[src/rtl/tsc_pkg.sv]
package tsc_pkg;

  localparam int unsigned ADDR_W = 12;

  // Control word, bit 0 at the bottom
  typedef struct packed {
    logic bus_err_off;
    logic irq_mask;
    logic scale_on;
    logic dbg_halt;
    logic run;
  } ctl_t;

  localparam int unsigned CTL_W = $bits(ctl_t);

  // Control frame byte offsets
  localparam logic [ADDR_W-1:0] OFF_CTL    = 12'h000;
  localparam logic [ADDR_W-1:0] OFF_STAT   = 12'h004;
  localparam logic [ADDR_W-1:0] OFF_COUNT  = 12'h008;
  localparam logic [ADDR_W-1:0] OFF_SCALE  = 12'h010;
  localparam logic [ADDR_W-1:0] OFF_IDENT  = 12'h01C;
  localparam logic [ADDR_W-1:0] OFF_SCALEA = 12'h0D0;
  localparam logic [ADDR_W-1:0] OFF_SCALE2 = 12'h0D4;
  // Status frame byte offsets
  localparam logic [ADDR_W-1:0] OFF_SCOUNT = 12'h000;

  localparam logic [31:0] IDENT_WORD = 32'h0002_0001;

  // Constant identification byte; zero outside the ID window
  function automatic logic [7:0] id_byte(input logic [ADDR_W-1:0] a,
                                         input logic is_status);
    logic [7:0] b;
    case (a)
      12'hFD0: b = 8'h04;
      12'hFE0: b = is_status ? 8'hBB : 8'hBA;
      12'hFE4: b = 8'hB0;
      12'hFE8: b = 8'h0B;
      12'hFF0: b = 8'h0D;
      12'hFF4: b = 8'hF0;
      12'hFF8: b = 8'h05;
      12'hFFC: b = 8'hB1;
      default: b = 8'h00;
    endcase
    return b;
  endfunction

endpackage

[src/rtl/tsc_accum.sv]
module tsc_accum
  import tsc_pkg::*;
#(
  parameter int unsigned CNT_W   = 64,
  parameter int unsigned FRAC_W  = 24,
  parameter int unsigned SCALE_W = 32,
  parameter int unsigned DATA_W  = 32
) (
  input  logic                     clk,
  input  logic                     rst_n,
  input  logic                     run,
  input  logic                     scale_on,
  input  logic [SCALE_W-1:0]       scale,
  input  logic [CNT_W/DATA_W-1:0]  ld_en,
  input  logic [DATA_W-1:0]        ld_data,
  output logic [CNT_W-1:0]         count
);

  localparam int unsigned ACC_W = CNT_W + FRAC_W;
  localparam int unsigned NH    = CNT_W / DATA_W;
  localparam logic [ACC_W-1:0] UNIT = ACC_W'(1) << FRAC_W;

  logic [ACC_W-1:0] acc_q, acc_d, step;
  logic [CNT_W-1:0] ld_cnt;
  logic             acc_ce;

  assign count = acc_q[ACC_W-1:FRAC_W];

  // Half-word merge for count writes
  for (genvar i = 0; i < NH; i++) begin : g_half
    assign ld_cnt[i*DATA_W +: DATA_W] = ld_en[i] ? ld_data
                                                 : count[i*DATA_W +: DATA_W];
  end

  assign step   = scale_on ? ACC_W'(scale) : UNIT;
  assign acc_ce = (|ld_en) | run;

  always_comb begin
    acc_d = acc_q;
    if (|ld_en)   acc_d = {ld_cnt, {FRAC_W{1'b0}}};
    else if (run) acc_d = acc_q + step;
  end

  always_ff @(posedge clk or negedge rst_n) begin
    if (!rst_n)      acc_q <= '0;
    else if (acc_ce) acc_q <= acc_d;
  end

  AST_HOLD_WHEN_OFF: assert property (@(posedge clk) disable iff (!rst_n)
    (!run && ld_en == '0) |=> $stable(acc_q));

  AST_UNIT_STEP: assert property (@(posedge clk) disable iff (!rst_n)
    (run && !scale_on && ld_en == '0) |=> count == $past(count) + CNT_W'(1));

  AST_FRAC_CLEAR: assert property (@(posedge clk) disable iff (!rst_n)
    (ld_en != '0) |=> acc_q[FRAC_W-1:0] == '0);

  for (genvar k = 0; k < NH; k++) begin : g_keep
    AST_HALF_KEEP: assert property (@(posedge clk) disable iff (!rst_n)
      (ld_en != '0 && !ld_en[k]) |=>
        count[k*DATA_W +: DATA_W] == $past(count[k*DATA_W +: DATA_W]));
  end

endmodule

[src/rtl/tsc_ctrl_frame.sv]
module tsc_ctrl_frame
  import tsc_pkg::*;
#(
  parameter int unsigned CNT_W     = 64,
  parameter int unsigned DATA_W    = 32,
  parameter int unsigned SCALE_W   = 32,
  parameter logic [31:0] SCALE_RST = 32'h0100_0000
) (
  input  logic                     clk,
  input  logic                     rst_n,
  input  logic                     sel,
  input  logic                     penable,
  input  logic                     pwrite,
  input  logic [ADDR_W-1:0]        paddr,
  input  logic [DATA_W-1:0]        pwdata,
  input  logic [CNT_W-1:0]         count,
  output logic [DATA_W-1:0]        rdata,
  output logic                     run,
  output logic                     scale_on,
  output logic [SCALE_W-1:0]       scale,
  output logic [CNT_W/DATA_W-1:0]  ld_en
);

  localparam int unsigned NH = CNT_W / DATA_W;

  ctl_t               ctl_q, ctl_d;
  logic [SCALE_W-1:0] scale_q, scale_d;
  logic               wr, hit_ctl, hit_scale;

  assign wr        = sel & penable & pwrite;
  assign hit_ctl   = wr && (paddr == OFF_CTL);
  assign hit_scale = wr && (paddr == OFF_SCALE || paddr == OFF_SCALEA);

  for (genvar i = 0; i < NH; i++) begin : g_ld
    assign ld_en[i] = wr && (paddr == ADDR_W'(OFF_COUNT + 4 * i));
  end

  always_comb begin
    ctl_d   = ctl_q;
    scale_d = scale_q;
    if (hit_ctl)   ctl_d   = ctl_t'(pwdata[CTL_W-1:0]);
    if (hit_scale) scale_d = pwdata[SCALE_W-1:0];
  end

  always_ff @(posedge clk or negedge rst_n) begin
    if (!rst_n) begin
      ctl_q   <= '0;
      scale_q <= SCALE_W'(SCALE_RST);
    end else begin
      if (hit_ctl)   ctl_q   <= ctl_d;
      if (hit_scale) scale_q <= scale_d;
    end
  end

  assign run      = ctl_q.run;
  assign scale_on = ctl_q.scale_on;
  assign scale    = scale_q;

  always_comb begin
    rdata = '0;
    if (paddr == OFF_CTL)                                rdata = DATA_W'(ctl_q);
    else if (paddr == OFF_SCALE || paddr == OFF_SCALEA)  rdata = DATA_W'(scale_q);
    else if (paddr == OFF_IDENT)                         rdata = DATA_W'(IDENT_WORD);
    else                                                 rdata = DATA_W'(id_byte(paddr, 1'b0));
    for (int i = 0; i < NH; i++) begin
      if (paddr == ADDR_W'(OFF_COUNT + 4 * i)) rdata = count[i*DATA_W +: DATA_W];
    end
  end

  AST_CTL_RSVD_ZERO: assert property (@(posedge clk) disable iff (!rst_n)
    (paddr == OFF_CTL) |-> rdata[DATA_W-1:CTL_W] == '0);

  AST_SCALE_HOLD: assert property (@(posedge clk) disable iff (!rst_n)
    !hit_scale |=> $stable(scale_q));

  AST_STAT_ZERO: assert property (@(posedge clk) disable iff (!rst_n)
    (paddr == OFF_STAT || paddr == OFF_SCALE2) |-> rdata == '0);

endmodule

[src/rtl/tsc_stat_frame.sv]
module tsc_stat_frame
  import tsc_pkg::*;
#(
  parameter int unsigned CNT_W  = 64,
  parameter int unsigned DATA_W = 32
) (
  input  logic [ADDR_W-1:0] paddr,
  input  logic [CNT_W-1:0]  count,
  output logic [DATA_W-1:0] rdata
);

  localparam int unsigned NH = CNT_W / DATA_W;

  always_comb begin
    rdata = DATA_W'(id_byte(paddr, 1'b1));
    for (int i = 0; i < NH; i++) begin
      if (paddr == ADDR_W'(OFF_SCOUNT + 4 * i)) rdata = count[i*DATA_W +: DATA_W];
    end
  end

endmodule

[src/rtl/tsc_scaled_counter.sv]
module tsc_scaled_counter
  import tsc_pkg::*;
#(
  parameter int unsigned CNT_W   = 64,
  parameter int unsigned FRAC_W  = 24,
  parameter int unsigned DATA_W  = 32,
  parameter int unsigned SCALE_W = 32
) (
  input  logic              clk,
  input  logic              rst_n,
  input  logic              ctl_psel,
  input  logic              sts_psel,
  input  logic              penable,
  input  logic              pwrite,
  input  logic [11:0]       paddr,
  input  logic [31:0]       pwdata,
  output logic [31:0]       prdata,
  output logic [63:0]       count_o
);

  localparam int unsigned NH = CNT_W / DATA_W;

  logic               run, scale_on;
  logic [SCALE_W-1:0] scale;
  logic [NH-1:0]      ld_en;
  logic [CNT_W-1:0]   count;
  logic [DATA_W-1:0]  ctl_rd, sts_rd;

  tsc_ctrl_frame #(
    .CNT_W(CNT_W), .DATA_W(DATA_W), .SCALE_W(SCALE_W)
  ) u_ctrl (
    .clk      (clk),
    .rst_n    (rst_n),
    .sel      (ctl_psel),
    .penable  (penable),
    .pwrite   (pwrite),
    .paddr    (paddr),
    .pwdata   (pwdata),
    .count    (count),
    .rdata    (ctl_rd),
    .run      (run),
    .scale_on (scale_on),
    .scale    (scale),
    .ld_en    (ld_en)
  );

  tsc_accum #(
    .CNT_W(CNT_W), .FRAC_W(FRAC_W), .SCALE_W(SCALE_W), .DATA_W(DATA_W)
  ) u_acc (
    .clk      (clk),
    .rst_n    (rst_n),
    .run      (run),
    .scale_on (scale_on),
    .scale    (scale),
    .ld_en    (ld_en),
    .ld_data  (pwdata),
    .count    (count)
  );

  tsc_stat_frame #(
    .CNT_W(CNT_W), .DATA_W(DATA_W)
  ) u_stat (
    .paddr (paddr),
    .count (count),
    .rdata (sts_rd)
  );

  assign prdata  = ctl_psel ? ctl_rd : (sts_psel ? sts_rd : '0);
  assign count_o = count;

  AST_IDLE_ZERO: assert property (@(posedge clk) disable iff (!rst_n)
    (!ctl_psel && !sts_psel) |-> prdata == '0);

  AST_STS_NO_WRITE: assert property (@(posedge clk) disable iff (!rst_n)
    (sts_psel && !ctl_psel && !run) |=> $stable(count_o));

endmodule

[config.mk]
export PLATFORM = sky130hd
export DESIGN_NAME = tsc_scaled_counter
export DESIGN_NICKNAME = d
export VERILOG_FILES = /design/src/rtl/tsc_pkg.sv /design/src/rtl/tsc_accum.sv /design/src/rtl/tsc_ctrl_frame.sv /design/src/rtl/tsc_stat_frame.sv /design/src/rtl/tsc_scaled_counter.sv
export SDC_FILE = /design/constraint.sdc
export NUM_CORES = 1
export LEC_CHECK = 0
export ABC_CLOCK_PERIOD_IN_PS = 3200
export CAP_MARGIN = 20
export CORE_ASPECT_RATIO = 0.75
export CORE_MARGIN = 4
export CORE_UTILIZATION = 45
export DETAILED_ROUTE_END_ITERATION = 10
export PLACE_DENSITY = 0.7
export RECOVER_POWER = 25
export SYNTH_ARGS = -nofsm -noshare
export SYNTH_HDL_FRONTEND = slang
export SYNTH_SLANG_ARGS = --single-unit
[constraint.sdc]
create_clock -name clk -period 3.2 [get_ports clk]
set_input_delay 0.64 -clock clk [delete_from_list [all_inputs] [get_ports clk]]
set_output_delay 0.64 -clock clk [all_outputs]
set_load 0.1 [all_outputs]
==> run_results.csv <==
group,metric,value,unit
outcome,status,"finished with violations",
outcome,violations,"max-capacitance violations, max-slew violations, negative setup slack",
routing,ant_nets,0,
critical_path,slowest_delay,560,ps
power_and_ir_drop,p_per_area,246,mW/mm²
clock_network,cts_tree,"done",
global_route,use_met1,0.489,
critical_path,startpoint,"paddr[10]",
routing,vias,12886,
yosys,synth_area,0.0108,mm²
clock_network,clockBufferDepth,2,
yosys,synth_edf_count,0,
critical_path,r2r_cells,13,
critical_path,cp.required,2560,ps
min_path,hold_path.class,"flop to flop",
yosys,syn_nets,1418,
critical_path,r2r_setup_slack,10,ps
floorplan,start_util,0.464,
critical_path,crit_chain,"buf_6, or4_4, nor4b_4, buf_4, buf_4, buf_6, inv_2, a21oi_2, o21ai_2, a21oi_2, a221oi_2, o22ai_4, buf_12",
timing,post-route-min-period,3580,ps
floorplan,core,0.0233,mm²
global_route,grt_antenna_before_repair,1,
final_layout,drive_above_1_share,0.422,
timing,finalCritPeriodShare,1.12,
timing,holdWs,535,ps
clock_network,clk_pin_slew,60,ps
clock_network,cts.sinks,125,
global_route,grt_pass1_vias,11984,
yosys,synth-seq-cells,125,
routing,viasPerCell,6.65,
yosys,synth_common_cells,"dfrtp_1, nand2_1, a21oi_1",
timing,maxSlewViolCount,57,
power_and_ir_drop,ir_worst_vdd,343,µV
final_layout,fin_nets,1708,
critical_path,critPathArrivalTime,2940,ps
critical_path,path_delay_family,"simple AND/OR/NAND/NOR gates",
timing,worstMarginPinSlew,1540,ps
timing,setup_viol,32,
critical_path,endpoint,"prdata[3]",
timing,hold_viol_final,0,
min_path,min_from,"u_ctrl.ctl_q[4]$_DFFE_PN0P_",
yosys,yosysTopAreaCellShare,0.287,
yosys,seq_area_frac_synth,0.289,
clock_network,clk_latency,440,ps
global_route,busiest_layer,"met1",
floorplan,rows,48,
floorplan,die-area,0.0266,mm²
timing,clock.fmax,279,MHz
critical_path,cp_num_buf_inv,6,
critical_path,cp.depth,13,
yosys,avgSynthCellArea,8.10,µm²
critical_path,critPathKind,"input port to primary output",
critical_path,end_kind,"primary output",
routing,drc,0,
yosys,synthFlopType,"dfrtp_1",
placement,io_buffers,145,
yosys,synthTopCellsByArea,"dfrtp_1, buf_4, a21oi_1",
power_and_ir_drop,power,4.11,mW
global_route,grt_pass1_wl,70900,µm
routing,dr.first_iter.drc_count,1875,
flow_run,maxCapViolCount,1,
yosys,synth_warnings,0,
clock_network,postCtsHoldBufs,0,
global_route,gr-total-overflow,0,
placement,place_congestion,1.04,
global_route,grt_max_degree,57,
routing,dr.pass1.iters,6,
clock_network,htree_levels,4,
floorplan,die_h,142,µm
critical_path,r2r-end,"u_acc.acc_q[49]$_DFFE_PN0P_",
clock_network,numCtsBuffers,17,
yosys,post-synth-top-area-cell,"dfrtp_1",
timing,fin_worst_skew,19.7,ps
timing,rsz0062_at_grt,"true",
routing,wl_per_cell,25.0,µm
floorplan,fp.dieW,187,µm
yosys,async_reset_ff_frac,1.00,
global_route,use_met2,0.480,
placement,dp_hpwl,34100,µm
timing,tns,-9800,ps
yosys,synth_most_common_cell,"dfrtp_1",
final_layout,syn2layout_area_growth,54.5,%
power_and_ir_drop,p_leak,6.92,nW
global_route,grtUsageMet3,0.115,
critical_path,cp_max_fo,2,
timing,slew_headroom,-0.0290,
critical_path,startpoint_type,"input port",
yosys,synth.distinct_cells,81,
routing,wl,48400,µm
global_route,grt_usage,0.341,
yosys,syn_inst,1335,
critical_path,r2r_start,"u_ctrl.scale_on$_DFFE_PN0P_",
clock_network,clockRootBuffer,"clkbuf_16",
floorplan,ios,146,
critical_path,slowest_stage,"or4_4",
final_layout,n_antenna_cell,0,
timing,setup_ws,-382,ps
cell usage in the layout, fill, tap and decap left out, types with 10 or more instances in the layout:
master,instances
a211oi_1,12
mux2i_1,24
clkbuf_16,19
o21ai_0,35
a222oi_1,25
nand2_1,95
mux2_2,37
a211oi_2,11
nand4_1,30
nor2_1,82
a21oi_1,66
a21o_1,14
a22o_1,23
nor3_1,44
o21ai_4,27
nand3_1,55
inv_1,15
and2_4,13
buf_6,24
and4_1,10
buf_4,299
dfrtp_1,123
xnor2_1,16
and3_1,37
buf_12,60
and2_1,28
clkdlybuf4s50_1,38
nand3_2,21
ha_4,21
or3_1,11
o21ai_1,11
a21oi_2,27
a31oi_1,14
worst register-to-register path, stage by stage, from the launching register on:
cell	delay, ps
dfrtp_2	430
buf_12	160
clkbuf_16	160
and2_4	150
ha_4	210
a21o_1	190
a311o_1	370
a211oi_4	350
o21ai_4	110
o211ai_4	340
a21oi_4	180
buf_6	170
a211oi_2	190
nor4_2	70
area by class of cell:
| cell class | count | area [µm²] |
|---|---|---|
| clock buffer | 19 | 443 |
| inverter | 18 | 72.6 |
| timing repair buffer | 443 | 4420 |
| multi-input combinational | 1020 | 8160 |
| fill | 1714 | 6590 |
| tap | 300 | 375 |
| sequential | 125 | 3130 |
| clock inverter | 13 | 118 |
cells by family after synthesis:
logic type,Yosys count,share of synthesized area
flops,125,0.289
fa+ha+maj,33,0.0389
mux,62,0.0618
xor+xnor,25,0.0202
buf+inv,190,0.0923
compound gates,397,0.257
simple gates,503,0.240
registers in the layout, summed over array words and instances (netlist names):
signal and cells:
u_ctrl.run 1, u_ctrl.scale_on 1, u_ctrl.scale 32, u_ctrl.ctl_q 3
u_acc.acc_q 88
what timing repair did:
item,CTS,global route
gates resized for setup,100,161
cloned,5,3
pin swaps,40,100
setup buffers,22,26
setup endpoints to repair,84,86
stage by stage:
step | setup WS, ps | utilization | instance area (µm²) | instances
after floorplan | -378 | - | 11300 | 1335
after global placement | -655 | 0.621 | 14500 | 1855
after detailed placement | -683 | 0.621 | 14500 | 1855
after CTS | -272 | 0.675 | 15700 | 1914
after global routing | -460 | 0.717 | 16700 | 1938
final | -382 | 0.717 | 16700 | 1938
power by group:
| group | leakage, nW | total, mW | switching, mW | internal [mW] |
|---|---|---|---|---|
| Combinational | 5.05 | 0.550 | 0.377 | 0.173 |
| Clock | 0.262 | 1.89 | 0.802 | 1.09 |
| Sequential | 1.60 | 1.66 | 0.0589 | 1.61 |
worst min path at each step:
stage | cells after the start | to | slack (ps)
global route | 1 | u_ctrl.ctl_q[3]$_DFFE_PN0P_ | 550
floorplan | 0 | u_acc.acc_q[0]$_DFFE_PN0P_ | 340
global placement | 1 | u_ctrl.ctl_q[4]$_DFFE_PN0P_ | 490
CTS | 1 | u_ctrl.scale[19]$_DFFE_PN0P_ | 320
detailed placement | 1 | u_ctrl.ctl_q[4]$_DFFE_PN0P_ | 500
finish | 1 | u_ctrl.ctl_q[4]$_DFFE_PN0P_ | 530
per-layer routing:
layer | vias to the layer above | routed length [µm] | part of all wire
li1 | 5573 | - | -
met1 | 6235 | 20000 | 0.41
met2 | 943 | 19800 | 0.41
met3 | 133 | 6980 | 0.14
met4 | 2 | 1640 | 0.034
met5 | - | 28 | 0.00058
Power figures use the tool's default switching activity.
